[src/rtl/relvtx_pkg.sv]
package relvtx_pkg;

  typedef enum logic [3:0] {
    ST_IDLE, ST_BASE, ST_TEX, ST_CNT, ST_LW, ST_CHK, ST_DISP, ST_EMIT_LO, ST_EMIT_HI
  } ctlState_t;

  // Strobes from control to datapath
  typedef struct packed {
    logic capMode;
    logic capBase;
    logic capTex;
    logic capCnt;
    logic capLw;
    logic stepLo;
    logic stepHi;
    logic loadRem;
    logic decRem;
    logic setOpErr;
    logic setParamErr;
  } dpStrobe_t;

  localparam int ERR_W        = 8;
  localparam int ERR_OPCODE   = 0;
  localparam int ERR_CNT_ZERO = 1;
  localparam int ERR_TEX_SIZE = 2;
  localparam int ERR_OFFSET   = 3;
  localparam int ERR_LW_ONE   = 4;
  localparam int ERR_FLAT     = 5;
  localparam int ERR_ALIGN    = 6;
  localparam int ERR_MODE     = 7;

endpackage

[src/rtl/relvtx_ctrl.sv]
module relvtx_ctrl
  import relvtx_pkg::*;
(
  input  logic      clk,
  input  logic      rst,
  input  logic      inValid,
  input  logic      vtxReady,
  input  logic      opOk,
  input  logic      paramBad,
  input  logic      remIsOne,
  output logic      inReady,
  output logic      vtxValid,
  output logic      hdrValid,
  output logic      done,
  output logic      err,
  output dpStrobe_t stb
);

  ctlState_t state, stateNxt;
  logic inFire, vtxFire;
  logic doneNxt, errNxt, hdrNxt;

  assign inReady  = (state == ST_IDLE) || (state == ST_BASE) || (state == ST_TEX) ||
                    (state == ST_CNT)  || (state == ST_LW)   || (state == ST_DISP);
  assign vtxValid = (state == ST_EMIT_LO) || (state == ST_EMIT_HI);
  assign inFire   = inValid && inReady;
  assign vtxFire  = vtxValid && vtxReady;

  always_comb begin
    stb      = '0;
    stateNxt = state;
    doneNxt  = 1'b0;
    errNxt   = 1'b0;
    hdrNxt   = 1'b0;
    case (state)
      ST_IDLE: if (inFire) begin
        if (opOk) begin
          stb.capMode = 1'b1;
          stateNxt    = ST_BASE;
        end else begin
          stb.setOpErr = 1'b1;
          errNxt       = 1'b1;
        end
      end
      ST_BASE: if (inFire) begin stb.capBase = 1'b1; stateNxt = ST_TEX; end
      ST_TEX:  if (inFire) begin stb.capTex  = 1'b1; stateNxt = ST_CNT; end
      ST_CNT:  if (inFire) begin stb.capCnt  = 1'b1; stateNxt = ST_LW;  end
      ST_LW:   if (inFire) begin stb.capLw   = 1'b1; stateNxt = ST_CHK; end
      ST_CHK: begin
        if (paramBad) begin
          stb.setParamErr = 1'b1;
          errNxt          = 1'b1;
          stateNxt        = ST_IDLE;
        end else begin
          stb.loadRem = 1'b1;
          hdrNxt      = 1'b1;
          stateNxt    = ST_DISP;
        end
      end
      ST_DISP: if (inFire) begin stb.stepLo = 1'b1; stateNxt = ST_EMIT_LO; end
      ST_EMIT_LO: if (vtxFire) begin
        stb.decRem = 1'b1;
        if (remIsOne) begin
          doneNxt  = 1'b1;
          stateNxt = ST_IDLE;
        end else begin
          stb.stepHi = 1'b1;
          stateNxt   = ST_EMIT_HI;
        end
      end
      ST_EMIT_HI: if (vtxFire) begin
        stb.decRem = 1'b1;
        if (remIsOne) begin
          doneNxt  = 1'b1;
          stateNxt = ST_IDLE;
        end else begin
          stateNxt = ST_DISP;
        end
      end
      default: stateNxt = ST_IDLE;
    endcase
  end

  always_ff @(posedge clk) begin
    if (rst) begin
      state    <= ST_IDLE;
      done     <= 1'b0;
      err      <= 1'b0;
      hdrValid <= 1'b0;
    end else begin
      state    <= stateNxt;
      done     <= doneNxt;
      err      <= errNxt;
      hdrValid <= hdrNxt;
    end
  end

endmodule

[src/rtl/relvtx_dp.sv]
module relvtx_dp
  import relvtx_pkg::*;
#(
  parameter int WORD_W    = 32,
  parameter int COORD_W   = 16,
  parameter int DELTA_W   = 8,
  parameter int TEX_W     = 12,
  parameter int CNT_W     = 16,
  parameter int LW_W      = 6,
  parameter int MODE_W    = 16,
  parameter int OP_W      = 8,
  parameter logic [OP_W-1:0] OPCODE = 8'hB6,
  parameter int TEX_W_MIN = 8,
  parameter int TEX_W_MAX = 4088,
  parameter int REL_BIT   = 0,
  parameter int SUB_BIT   = 3,
  parameter int STYLE_BIT = 4
) (
  input  logic               clk,
  input  logic               rst,
  input  dpStrobe_t          stb,
  input  logic [WORD_W-1:0]  inData,
  input  logic               cmdAddrOdd,
  input  logic [COORD_W-1:0] startX,
  input  logic [COORD_W-1:0] startY,
  output logic               opOk,
  output logic               paramBad,
  output logic               remIsOne,
  output logic [MODE_W-1:0]  modeFlags,
  output logic [WORD_W-1:0]  baseAddr,
  output logic [TEX_W-1:0]   texWidth,
  output logic [TEX_W-1:0]   texHeight,
  output logic [TEX_W-1:0]   texOffset,
  output logic [CNT_W-1:0]   vtxCount,
  output logic [LW_W-1:0]    lineWidth,
  output logic [COORD_W-1:0] vtxX,
  output logic [COORD_W-1:0] vtxY,
  output logic [ERR_W-1:0]   errCode
);

  localparam int HALF_W  = 2 * DELTA_W;
  localparam int HI_POS  = WORD_W / 2;
  localparam int EXT_W   = COORD_W - DELTA_W;

  logic [MODE_W-1:0]  modeReg;
  logic [WORD_W-1:0]  baseReg;
  logic [TEX_W-1:0]   texWReg, texHReg, ofsReg;
  logic [CNT_W-1:0]   cntReg, remReg;
  logic [LW_W-1:0]    lwReg;
  logic               oddReg;
  logic [HALF_W-1:0]  hiHalf;
  logic [COORD_W-1:0] accX, accY;
  logic [ERR_W-1:0]   errReg, paramErr;
  logic [HALF_W-1:0]  pairSrc;
  logic [COORD_W-1:0] compExt [2];

  assign opOk    = inData[WORD_W-1 -: OP_W] == OPCODE;
  assign pairSrc = stb.stepHi ? hiHalf : inData[HALF_W-1:0];

  // component 0 = DY, component 1 = DX
  for (genvar g = 0; g < 2; g++) begin : g_sext
    assign compExt[g] = {{EXT_W{pairSrc[g*DELTA_W + DELTA_W-1]}}, pairSrc[g*DELTA_W +: DELTA_W]};
  end

  always_comb begin
    paramErr               = '0;
    paramErr[ERR_CNT_ZERO] = (cntReg == '0);
    paramErr[ERR_TEX_SIZE] = (texWReg < TEX_W'(TEX_W_MIN)) || (texWReg > TEX_W'(TEX_W_MAX)) ||
                             (texHReg == '0);
    paramErr[ERR_OFFSET]   = (ofsReg >= texWReg);
    paramErr[ERR_LW_ONE]   = (lwReg == LW_W'(1));
    paramErr[ERR_FLAT]     = (lwReg == '0) && (texHReg != TEX_W'(1));
    paramErr[ERR_ALIGN]    = oddReg ^ baseReg[0];
    paramErr[ERR_MODE]     = !modeReg[REL_BIT] || !modeReg[STYLE_BIT] || modeReg[SUB_BIT];
  end

  assign paramBad = |paramErr;
  assign remIsOne = (remReg == CNT_W'(1));

  always_ff @(posedge clk) begin
    if (rst) begin
      modeReg <= '0; baseReg <= '0; texWReg <= '0; texHReg <= '0; ofsReg <= '0;
      cntReg  <= '0; remReg  <= '0; lwReg   <= '0; oddReg  <= 1'b0; hiHalf <= '0;
      accX    <= '0; accY    <= '0; errReg  <= '0;
    end else begin
      if (stb.capMode) begin
        modeReg <= inData[MODE_W-1:0];
        oddReg  <= cmdAddrOdd;
        accX    <= startX;
        accY    <= startY;
      end
      if (stb.capBase) baseReg <= inData;
      if (stb.capTex) begin
        texWReg <= inData[HI_POS +: TEX_W];
        texHReg <= inData[0 +: TEX_W];
      end
      if (stb.capCnt) begin
        ofsReg <= inData[HI_POS +: TEX_W];
        cntReg <= inData[0 +: CNT_W];
      end
      if (stb.capLw) lwReg <= inData[0 +: LW_W];
      if (stb.stepLo) hiHalf <= inData[WORD_W-1 -: HALF_W];
      if (stb.stepLo || stb.stepHi) begin
        accX <= accX + compExt[1];
        accY <= accY + compExt[0];
      end
      if (stb.loadRem)     remReg <= cntReg;
      else if (stb.decRem) remReg <= remReg - CNT_W'(1);
      if (stb.setOpErr)         errReg <= ERR_W'(1) << ERR_OPCODE;
      else if (stb.setParamErr) errReg <= paramErr;
    end
  end

  assign modeFlags = modeReg;
  assign baseAddr  = baseReg;
  assign texWidth  = texWReg;
  assign texHeight = texHReg;
  assign texOffset = ofsReg;
  assign vtxCount  = cntReg;
  assign lineWidth = lwReg;
  assign vtxX      = accX;
  assign vtxY      = accY;
  assign errCode   = errReg;

endmodule

[src/rtl/relvtx_decoder.sv]
module relvtx_decoder
  import relvtx_pkg::*;
#(
  parameter int WORD_W  = 32,
  parameter int COORD_W = 16,
  parameter int TEX_W   = 12,
  parameter int CNT_W   = 16,
  parameter int LW_W    = 6,
  parameter int MODE_W  = 16
) (
  input  logic               clk,
  input  logic               rst,
  input  logic               inValid,
  output logic               inReady,
  input  logic [WORD_W-1:0]  inData,
  input  logic               cmdAddrOdd,
  input  logic [COORD_W-1:0] startX,
  input  logic [COORD_W-1:0] startY,
  output logic               hdrValid,
  output logic [MODE_W-1:0]  modeFlags,
  output logic [WORD_W-1:0]  baseAddr,
  output logic [TEX_W-1:0]   texWidth,
  output logic [TEX_W-1:0]   texHeight,
  output logic [TEX_W-1:0]   texOffset,
  output logic [CNT_W-1:0]   vtxCount,
  output logic [LW_W-1:0]    lineWidth,
  output logic               vtxValid,
  input  logic               vtxReady,
  output logic [COORD_W-1:0] vtxX,
  output logic [COORD_W-1:0] vtxY,
  output logic               vtxLast,
  output logic               done,
  output logic               err,
  output logic [ERR_W-1:0]   errCode
);

  dpStrobe_t stb;
  logic opOk, paramBad, remIsOne;

  relvtx_ctrl u_ctrl (
    .clk      (clk),
    .rst      (rst),
    .inValid  (inValid),
    .vtxReady (vtxReady),
    .opOk     (opOk),
    .paramBad (paramBad),
    .remIsOne (remIsOne),
    .inReady  (inReady),
    .vtxValid (vtxValid),
    .hdrValid (hdrValid),
    .done     (done),
    .err      (err),
    .stb      (stb)
  );

  relvtx_dp #(
    .WORD_W  (WORD_W),
    .COORD_W (COORD_W),
    .TEX_W   (TEX_W),
    .CNT_W   (CNT_W),
    .LW_W    (LW_W),
    .MODE_W  (MODE_W)
  ) u_dp (
    .clk        (clk),
    .rst        (rst),
    .stb        (stb),
    .inData     (inData),
    .cmdAddrOdd (cmdAddrOdd),
    .startX     (startX),
    .startY     (startY),
    .opOk       (opOk),
    .paramBad   (paramBad),
    .remIsOne   (remIsOne),
    .modeFlags  (modeFlags),
    .baseAddr   (baseAddr),
    .texWidth   (texWidth),
    .texHeight  (texHeight),
    .texOffset  (texOffset),
    .vtxCount   (vtxCount),
    .lineWidth  (lineWidth),
    .vtxX       (vtxX),
    .vtxY       (vtxY),
    .errCode    (errCode)
  );

  assign vtxLast = vtxValid && remIsOne;

endmodule

[config.mk]
export PLATFORM = sky130hd
export DESIGN_NAME = relvtx_decoder
export DESIGN_NICKNAME = d
export VERILOG_FILES = /design/src/rtl/relvtx_pkg.sv /design/src/rtl/relvtx_ctrl.sv /design/src/rtl/relvtx_dp.sv /design/src/rtl/relvtx_decoder.sv
export SDC_FILE = /design/constraint.sdc
export NUM_CORES = 1
export LEC_CHECK = 0
export ABC_AREA = 1
export BUFFER_PORTS_ARGS = -buffer_cell sky130_fd_sc_hd__buf_2
export CAP_MARGIN = 10
export CORE_ASPECT_RATIO = 0.9
export CORE_MARGIN = 5
export CORE_UTILIZATION = 28
export DETAILED_ROUTE_END_ITERATION = 7
export GPL_TIMING_DRIVEN = 0
export SETUP_SLACK_MARGIN = 0.3
export SLEW_MARGIN = 25
export SYNTH_ARGS = -nofsm -noshare
export SYNTH_HDL_FRONTEND = slang
export SYNTH_SLANG_ARGS = --single-unit
[constraint.sdc]
create_clock -name clk -period 3.05 [get_ports clk]
set_input_delay 0.1525 -clock clk [delete_from_list [all_inputs] [get_ports clk]]
set_output_delay 0.1525 -clock clk [all_outputs]
set_load 0.02 [all_outputs]
==> impl_results.md, run 1 <==
* Worst-Margin Slew at approximately 0.87 ns
* Relative slew slack at around two fifths
* Top Ports at between 200 and 250
* Core area at ~34000 um2
* Critical Path End: u_dp.vtxY[6]
* Ys Warns at 0
* Post-synth top flop: dfxtp_1
* RSZ-0062 raised after global routing: true
* Critical path class: reg2reg
* Power density over the cells at a little under 400 nW/um2
* DP HPWL at 30.5 mm
* #FFs+latches synth at approximately 190
* Initial Util at between 20% and 30%
* PortBufs at 219
* Synthesized cell area at 9650 um2
* DR vias/cell at around 5
* Clock skew at 0.0108 ns
* Max Freq at 363 MHz
* CP arrival at approximately 3.1 ns
* Startpoint types: flip-flop
* Worst-path fanout max at 5
* Htree depth at 4
* Worst R2R Start: u_dp.remReg[13]
* Clk root buf: clkbuf_16
* DRT Pass-1 Iters at 7
* Worst slack, placed at -0.511 ns
* Most frequent cells in the layout: 256 x nand2_1, 235 x buf_2, 174 x dfxtp_1
* Violation count after the first detailed-routing iteration at slightly above 800
* Total GRT Usage at between 20% and 30%
* Die width at 206 um
* Grt ovf at 0
* Critical Path Sink Type: flip-flop
* RR Endpoint: u_dp.vtxY[6]
* Leading cell type in the layout, fill and taps excluded: nand2_1
* CTS tree: built
* R2R cell count at 18
* Post-synth cell types at 38
* Largest net degree at the start of global routing at 19
* Final Critical Period at roughly 2.8 ns
* First-pass GRT wire length at 59.2 mm
* CTS Buf Count at 17
* Routed len/inst at ~19 um
* Routability-driven placement congestion ratio at a little under 0.9
* Post-Route WL at just over 40 mm
* Syn avg cell area at ~7.0 um2
* Clock Path Buffers at 2
* Ant. Diodes at 0
* Layout cell share with drive strength beyond 1 at roughly 27%
* CTS Sinks at approximately 190
* Core Util, Final at approximately two fifths
* Register clock-pin slew on the reported worst setup and hold paths at approximately 0.080 ns
* Hold WS at 0.0182 ns
* Die Y at around 190 um
* Post-synth EDFFs at 0
* MaxCap Viol Count at 0
* Leakage at around 5.8 nW
* Hold Crit Depth at 3
* Register area share after synthesis at approximately 39%
* Std-Cell Rows at 64
* Via count at about 11k
* Max-slew violation count at 0
* Drt drc at 0
* Reg2reg setup slack at slightly below 0.3 ns
* Layout area overhead at 36.1%
* Worst-skew pair later-pin latency at roughly 0.45 ns
* Min-Delay Path Class: in2reg
* Final ANT Viol Nets at 0
* Initial antenna violation count at 1
* Crit path from: u_dp.remReg[13]
* Final setup fails at 0
* Mapped Nets at ~1.5k
* WP data required at approximately 3.4 ns
* VDD IR max at ~0.00034 V
* Nets at 1799
* Final-report hold violation count at 0
* Tcrit/Tclk final at roughly 90%
* Post-Syn Instances at roughly 1.4k
* Post-synthesis async set-or-reset flop share at 0%
* Final setup margin at about 0.3 ns
* Status: finished, final reports clean
* Vias in the first global route at 10.2k
* Die area at 38300 um2
==> kinds of logic (layout without fill, tap and decap cells) <==
family	Yosys count	in the layout	share of synthesized area (%)
flops	186	186	38.6
compound gates	341	341	18.8
xor+xnor	29	29	2.63
buf+inv	205	517	8.28
simple gates	573	574	25.4
fa+ha+maj	48	48	6.38
==> state kept, by name, summed over array words and instances (netlist names) <==
name and cells:
u_ctrl.hdrValid 1, u_ctrl.state 4, u_dp.texOffset 12, u_ctrl.done 1, u_dp.errCode 8, u_dp.remReg 16
u_dp.hiHalf 16, u_dp.vtxX 16, u_dp.modeFlags 16, u_ctrl.err 1, u_dp.oddReg 1, u_dp.texHeight 12
u_dp.texWidth 12, u_dp.vtxCount 16, u_dp.lineWidth 6, u_dp.baseAddr 32, u_dp.vtxY 16
==> what timing repair did <==
| item | 4_1_cts | 5_1_grt |
|---|---|---|
| hold endpoints to repair | 14 | 0 |
| gates cloned | 2 | 1 |
| setup buffers | 27 | 18 |
| hold buffers | 14 | 0 |
| resized for setup | 79 | 95 |
| pin swaps | 32 | 49 |
| endpoints found under the setup margin | 29 | 21 |
==> power by group <==
group          switching [mW]  internal [mW]
logic                   0.264          0.130
clock network            1.14           1.11
registers             0.00250           2.43
==> metal layers <==
metal	vias up	track usage, %	wire length (um)	part of all wire (%)
met4	2	6.27	1030	2.5
li1	5190	-	-	-
met1	5111	27.2	18000	45
met3	68	4.23	2780	6.9
met2	370	32.7	18700	46
met5	-	0	11	0.027
==> worst max-delay path: stages (launching register included) <==
cell,delay [ns]
dfxtp_2,0.33
nor2_1,0.14
nand2_1,0.08
nor2_2,0.14
nand2_4,0.10
nand3_4,0.10
buf_6,0.15
buf_4,0.13
nand2_1,0.06
o21ai_2,0.12
ha_4,0.26
a21oi_1,0.24
nand2_4,0.10
a21boi_4,0.18
buf_4,0.13
buf_4,0.09
xnor2_1,0.11
nand2_1,0.08
a21oi_2,0.12
==> worst min path at each step <==
stage / endpoint / start
after floorplan: u_dp.modeFlags[13] / inData[13]
after global placement: u_dp.vtxX[3] / startX[3]
after detailed placement: u_dp.vtxX[4] / startX[4]
after CTS: u_dp.texOffset[1] / inData[17]
after global routing: u_dp.texOffset[1] / inData[17]
final: u_dp.baseAddr[28] / inData[28]
==> final cells by class <==
cell class,count,area (um2)
Tap cell,462,578
Clock buffer,19,443
Sequential cell,186,3740
Clock inverter,13,126
Multi-Input combinational cell,992,5810
Buffer,66,300
Timing Repair Buffer,280,1620
Fill cell,3626,20900
Inverter,139,522
==> Yosys cell counts (all sizes together) (6+ instances only) <==
cell type / n / share of area [%]
a21o: 6 / 0.47
a21oi: 178 / 9.2
a311oi: 10 / 0.91
a31oi: 6 / 0.39
buf: 23 / 1.2
clkbuf: 43 / 1.7
dfxtp: 186 / 39
ha: 46 / 6.0
inv: 139 / 5.4
nand2: 284 / 11
nand3: 110 / 5.9
nand4: 21 / 1.4
nor2: 143 / 5.8
nor3: 12 / 0.83
o211ai: 7 / 0.54
o21ai: 122 / 6.3
o21bai: 6 / 0.47
xnor2: 10 / 0.91
xor2: 19 / 1.7
==> through the flow <==
stage / power (mW) / std cells / TNS [ns] / area (um2)
after floorplan: 2.63 / 1382 / 0 / 9670
after global placement: 2.80 / 2063 / -4.12 / 11300
after detailed placement: 2.81 / 2063 / -4.60 / 11300
after CTS: 5.06 / 2138 / 0 / 12500
after global routing: 5.24 / 2157 / 0 / 13100
final: 5.08 / 2157 / 0 / 13100
(Power assumes the default switching activity.)
==> run 2: changes to the inputs <==
==> constraint.sdc (replaced) <==
create_clock -name clk -period 2.3 [get_ports clk]
set_input_delay 0.115 -clock clk [delete_from_list [all_inputs] [get_ports clk]]
set_output_delay 0.115 -clock clk [all_outputs]
set_load 0.02 [all_outputs]
==> run 2 against run 1 <==
The flow now finishes with violations (negative setup slack). Flip-flop and latch count stayed put. Routed wire length increased by 5.9%. Critical path type unchanged. Largest power group unchanged. Highest routed layer is now met4. Global-route usage is 0.60 points higher.
==> impl_results.md, run 2 (synthesis gave the netlist of run 1 again) <==
* Worst-path fanout max at 5 (unchanged)
* Final setup fails at 30 (+30)
* Clock skew at 0.0244 ns (+0.0135 ns)
* CTS Buf Count at 17 (unchanged)
* Max-slew violation count at 0 (unchanged)
* Max Freq at 350 MHz (-3.5%)
* Die area at 38300 um2 (unchanged)
* CP arrival at 3.15 ns (+0.02 ns)
* Via count at 11.2k (+4.0%)
* Max FFs per register at 32 (unchanged)
* First-pass GRT wire length at 60.8 mm (+2.7%)
* RSZ-0062 raised after global routing: true
* DR vias/cell at 5.04 (+1.3%)
* Register Area at 3760 um2 (+0.43%)
* Worst-Margin Slew at 0.873 ns (+0.000336 ns)
* Most frequent cells in the layout: 227 x buf_2, 224 x nand2_1, 165 x dfxtp_1
* Nets at 1855 (+3.1%)
* Final ANT Viol Nets at 0 (unchanged)
* Top Ports at 221 (unchanged)
* Hold WS at 0.00793 ns (-0.0103 ns)
* Largest net degree at the start of global routing at 19 (unchanged)
* DP HPWL at 30.3 mm (-0.38%)
* Filler Cells Inserted at 3350 (-7.6%)
* Relative slew slack at 41.8% (about the same)
* Initial Util at 28.4% (unchanged)
* Clk root buf: clkbuf_16
* Clock Path Buffers at 2 (unchanged)
* Htree depth at 4 (unchanged)
* MaxCap Viol Count at 0 (unchanged)
* Leading cell type in the layout, fill and taps excluded: buf_2
* Worst-skew pair later-pin latency at 0.46 ns (about the same)
* WP data required at 2.59 ns (-0.84 ns)
* Status: finished with violations
* Final-report hold violation count at 0 (unchanged)
* Std-Cell Rows at 64 (unchanged)
* Violation count after the first detailed-routing iteration at 798 (-3.5%)
* Register clock-pin slew on the reported worst setup and hold paths at 0.09 ns (about the same)
* Violated checks: negative setup slack
* Worst slack, placed at -0.883 ns (-0.372 ns)
* Critical path class: reg2reg
* PortBufs at 219 (unchanged)
* Routability-driven placement congestion ratio at 0.897 (+0.97%)
* Tcrit/Tclk final at 124% (+34 points)
* Final setup margin at -0.556 ns (-0.850 ns)
* Layout cell share with drive strength beyond 1 at 36.4% (+9.1 points)
* DRT Pass-1 Iters at 5 (-2)
* Initial antenna violation count at 0 (-1)
* Multi-input gate area at 6670 um2 (+15%)
* Post-Route WL at 42.9 mm (+5.9%)
* Routed len/inst at 19.4 um (+3.2%)
* CTS tree: built
* Leakage at 6.34 nW (+9.2%)
* Total GRT Usage at 20.8% (+0.60 points)
* Core area at 34000 um2 (unchanged)
* Drt drc at 0 (unchanged)
* CTS Sinks at 186 (unchanged)
* Grt ovf at 0 (unchanged)
* Layout area overhead at 51.9%
* Die width at 206 um (unchanged)
* Die Y at 186 um (unchanged)
* Startpoint types: flip-flop
* Total power at 6.87 mW (+35%)
* VDD IR max at 0.000490 V (+44%)
* Critical Path Sink Type: flip-flop
* Setup TNS at -11.68 ns (-11.68 ns)
* Min-Delay Path Class: in2reg
* Final Critical Period at 2.86 ns (+0.100 ns)
* Power density over the cells at 468 nW/um2 (+21%)
* Vias in the first global route at 10.5k (+3.1%)
-- run 2: layout make-up --
type / instances / area share, %
multi-input combinational: 994 / 45.4
clock buffer: 18 / 2.93
sequential: 186 / 25.6
buffer: 66 / 2.41
inverter: 139 / 3.57
timing repair buffer: 334 / 15.0
clock inverter: 14 / 1.04
tap: 462 / 3.94
antenna: 1 / 0.0171
-- run 2: power breakdown --
group	switching, mW	total (mW)	internal (mW)	leakage (nW)
registers	0.00386	3.22	3.22	1.51
logic	0.384	0.605	0.220	4.54
clock network	1.50	3.04	1.55	0.284
-- run 2: critical path: stages (launching register included) --
cell and delay (ns):
dfxtp_4 0.37, nor2_4 0.12, nand2_2 0.08, nor2_4 0.15
nand2_4 0.11, nand3_4 0.11, buf_6 0.15, buf_8 0.12
o21ai_4 0.06, ha_4 0.17, fa_2 0.40, nand3_4 0.11
nand2_4 0.06, a21boi_2 0.18, nor2_2 0.08, nor2_1 0.13
xnor2_1 0.08, o21ai_1 0.12, a21oi_1 0.08
-- run 2: final timing paths --
kind | end | from | depth (start not counted) | slack, ns
min | u_dp.vtxY[11] | startY[11] | 3 | 0.008
min reg2reg | u_dp.errCode[1] | u_dp.errCode[1] | 2 | 0.46
max | u_dp.vtxX[8] | u_dp.remReg[4] | 18 | -0.56
max reg2reg | u_dp.vtxX[8] | u_dp.remReg[4] | 18 | -0.56
-- run 2: repair_timing --
action                                 CTS  global route
gates resized for setup                162           221
pin swaps                               72            96
gates cloned                             5             3
buffers inserted                        52            30
setup endpoints to repair               87           129
hold buffers                            28             0
endpoints found under the hold margin   30             0
-- run 2: metal layers --
metal | part of all wire [%] | vias up | track usage (%)
met5 | 0 | - | 0
met4 | 3.5 | 0 | 6.99
met3 | 6.3 | 85 | 4.11
met2 | 46 | 405 | 33.6
met1 | 44 | 5358 | 27.9
li1 | - | 5319 | -
-- run 2: through the flow --
step | instances | cell area [um2] | utilization (%)
global route | 2213 | 14700 | 43.1
global placement | 2063 | 11400 | 33.6
detailed placement | 2063 | 11400 | 33.6
finish | 2214 | 14700 | 43.1
CTS | 2180 | 13500 | 39.6
floorplan | 1382 | 9740 | -
==> run 3: changes to the inputs <==
--- a/config.mk
+++ b/config.mk
@@ -7,14 +7,16 @@
 export LEC_CHECK = 0
 export ABC_AREA = 1
 export BUFFER_PORTS_ARGS = -buffer_cell sky130_fd_sc_hd__buf_2
-export CAP_MARGIN = 10
+export CAP_MARGIN = 20
+export CELL_PAD_IN_SITES_DETAIL_PLACEMENT = 0
+export CELL_PAD_IN_SITES_GLOBAL_PLACEMENT = 2
 export CORE_ASPECT_RATIO = 0.9
 export CORE_MARGIN = 5
-export CORE_UTILIZATION = 28
+export CORE_UTILIZATION = 27
 export DETAILED_ROUTE_END_ITERATION = 7
 export GPL_TIMING_DRIVEN = 0
+export PLACE_DENSITY_LB_ADDON = 0.1
 export SETUP_SLACK_MARGIN = 0.3
-export SLEW_MARGIN = 25
 export SYNTH_ARGS = -nofsm -noshare
 export SYNTH_HDL_FRONTEND = slang
 export SYNTH_SLANG_ARGS = --single-unit
==> run 3 against run 2 <==
Register-to-register slack better by 0.07 ns. Largest cell class unchanged. Largest power group unchanged. Final cell count up 0.32%. The run still ends with negative setup slack left. Non-clock buffer count grew 3. Clock skew is 0.016 ns lower.
==> impl_results.md, run 3 (synthesis gave the netlist of run 1 again) <==
* Ant. Diodes at 0 (-1)
* Die width at 209 um (+1.7%)
* Initial Util at 27.4% (-0.95 points)
* Final-report hold violation count at 0 (unchanged)
* Core Util, Final at 41.9% (-1.2 points)
* Worst-Margin Slew at 1.03 ns (+0.156 ns)
* Largest net degree at the start of global routing at 17 (-2)
* Leakage at 6.39 nW (+0.81%)
* Critical Path End: u_dp.vtxY[14]
* Filler Cells Inserted at 3726 (+11%)
* Vias in the first global route at 10.7k (+1.2%)
* Hold WS at 0.0108 ns (+0.00284 ns)
* Core area at 35200 um2 (+3.5%)
* Routed len/inst at 20.1 um (+3.7%)
* Clock skew at 0.00877 ns (-0.0156 ns)
* Die area at 39600 um2 (+3.5%)
* Max-slew violation count at 0 (unchanged)
* Final ANT Viol Nets at 0 (unchanged)
* CP Depth at 20 (+2)
* Worst slack, placed at -1.15 ns (-0.270 ns)
* Leading cell type in the layout, fill and taps excluded: buf_2
* Nets at 1857 (+0.11%)
* Max FFs per register at 32 (unchanged)
* Via count at 10.8k (-3.7%)
* WP data required at 2.62 ns (+0.03 ns)
* Most frequent cells in the layout: 230 x buf_2, 221 x nand2_1, 162 x dfxtp_1
* Relative slew slack at 31.4% (-10 points)
* Total power at 6.94 mW (+0.97%)
* Initial antenna violation count at 0 (unchanged)
* Clock Path Buffers at 2 (unchanged)
* Reg2reg setup slack at -0.48 ns (+0.07 ns)
* Min-Delay Path Class: in2reg
* Status: finished with violations
* Drt drc at 0 (unchanged)
* PortBufs at 219 (unchanged)
* CTS Buf Count at 17 (unchanged)
* Clk root buf: clkbuf_16
* Total GRT Usage at 21.8% (+1.0 points)
* CTS tree: built
* Routability-driven placement congestion ratio at 0.849 (-5.4%)
* Power density over the cells at 470 nW/um2 (+0.37%)
* CTS Sinks at 186 (unchanged)
* DRT Pass-1 Iters at 4 (-1)
* Htree depth at 4 (unchanged)
* Critical path class: reg2reg
* Cell count after placement at 2070 (+0.34%)
* Final Critical Period at 2.78 ns (-0.0721 ns)
* Post-DP Area at 11400 um2 (about the same)
* Setup TNS at -10.53 ns (+1.16 ns)
* CP arrival at 3.10 ns (-0.05 ns)
* Top Ports at 221 (unchanged)
* Final setup margin at -0.484 ns (+0.0721 ns)
* Layout area overhead at 52.8%
* Final Cell Area at 14800 um2 (+0.60%)
* Final std cells w/o fill at 2221 (+0.32%)
* Slowest cell on crit path: fa_2
* Std-Cell Rows at 65 (+1.6%)
* DP HPWL at 33.2 mm (+9.4%)
* Max Freq at 359 MHz (+2.6%)
* Die Y at 189 um (+1.7%)
* Worst-skew pair later-pin latency at 0.46 ns (about the same)
* First-pass GRT wire length at 66.2 mm (+8.8%)
* Post-Route WL at 44.7 mm (+4.1%)
* Final setup fails at 29 (-3.3%)
* Worst path bufs/invs at 2 (unchanged)
* VDD IR max at 0.000465 V (-5.0%)
* R2R cell count at 20 (+2)
* Crit path max-delay family: simple AND/OR/NAND/NOR gates
* MaxCap Viol Count at 0 (unchanged)
* RR Endpoint: u_dp.vtxY[14]
* Worst R2R Start: u_dp.remReg[15]
* Max stage delay on crit path at 0.37 ns (-0.03 ns)
* Layout cell share with drive strength beyond 1 at 37.1% (+0.66 points)
* Crit path from: u_dp.remReg[15]
* Startpoint types: flip-flop
* Grt ovf at 0 (unchanged)
* Register clock-pin slew on the reported worst setup and hold paths at 0.07 ns (-0.02 ns)
* Violated checks: negative setup slack
* Worst-path fanout max at 8 (+3)
* DR vias/cell at 4.84 (-4.0%)
* Tcrit/Tclk final at 121% (-3.1 points)
* CP cell instances: nor2_1 -> nand2_4 -> nor2_4 -> nand2_4 -> nand3_4 -> buf_8 -> buf_8 -> o21ai_4 -> ha_4 -> fa_2 -> nand3_2 -> nand2_4 -> a21boi_4 -> nor2_4 -> nand3_2 -> nand2_1 -> nand2_1 -> nand3_2 -> nand2_2 -> a21oi_2
* Violation count after the first detailed-routing iteration at 506 (-37%)
* RSZ-0062 raised after global routing: true
* Critical Path Sink Type: flip-flop
-- run 3: cell type report --
class | count | area [um2] | share of cell area (%)
repair buffers | 337 | 2200 | 14.9
clock inverters | 12 | 141 | 0.958
clock buffers | 19 | 443 | 3.00
inverters | 139 | 527 | 3.57
multi-input cells | 993 | 6750 | 45.7
plain buffers | 66 | 350 | 2.37
well taps | 469 | 587 | 3.98
flip-flops and latches | 186 | 3760 | 25.5
-- run 3: worst min-delay path by stage --
stage / start / endpoint / depth (start not counted)
after global placement: cmdAddrOdd / u_dp.oddReg / 3
after floorplan: inData[13] / u_dp.modeFlags[13] / 2
final: startY[1] / u_dp.vtxY[1] / 5
after global routing: inData[1] / u_dp.texHeight[1] / 3
after detailed placement: cmdAddrOdd / u_dp.oddReg / 3
after CTS: inData[27] / u_dp.baseAddr[27] / 3
-- run 3: tightest hold or removal path: cells and delay by family --
family          cells  cell delay, ns
simple gates        2            0.11
buf+inv             1            0.09
compound gates      2            0.10
-- run 3: power breakdown --
part	total (mW)	leakage, nW	switching, mW	internal [mW]
logic	0.618	4.59	0.390	0.228
registers	3.22	1.51	0.00453	3.22
clock network	3.09	0.286	1.45	1.64
total	6.94	6.39	1.85	5.09
-- run 3: per-layer routing --
| layer | up-vias | part of all wire (%) | GRT usage [%] |
|---|---|---|---|
| li1 | 5327 | - | - |
| met1 | 5213 | 47 | 29.7 |
| met2 | 179 | 47 | 36.1 |
| met3 | 35 | 3.6 | 3.81 |
| met4 | 0 | 1.5 | 5.02 |
| met5 | - | 0 | 0 |
-- run 3: timing repair --
| action | in CTS | in global routing |
|---|---|---|
| resized for setup | 198 | 198 |
| buffers inserted | 55 | 23 |
| pin swaps | 87 | 98 |
| hold buffers | 36 | 0 |
| cloned | 5 | 1 |
| hold endpoints to repair | 49 | 0 |
| endpoints found under the setup margin | 130 | 151 |
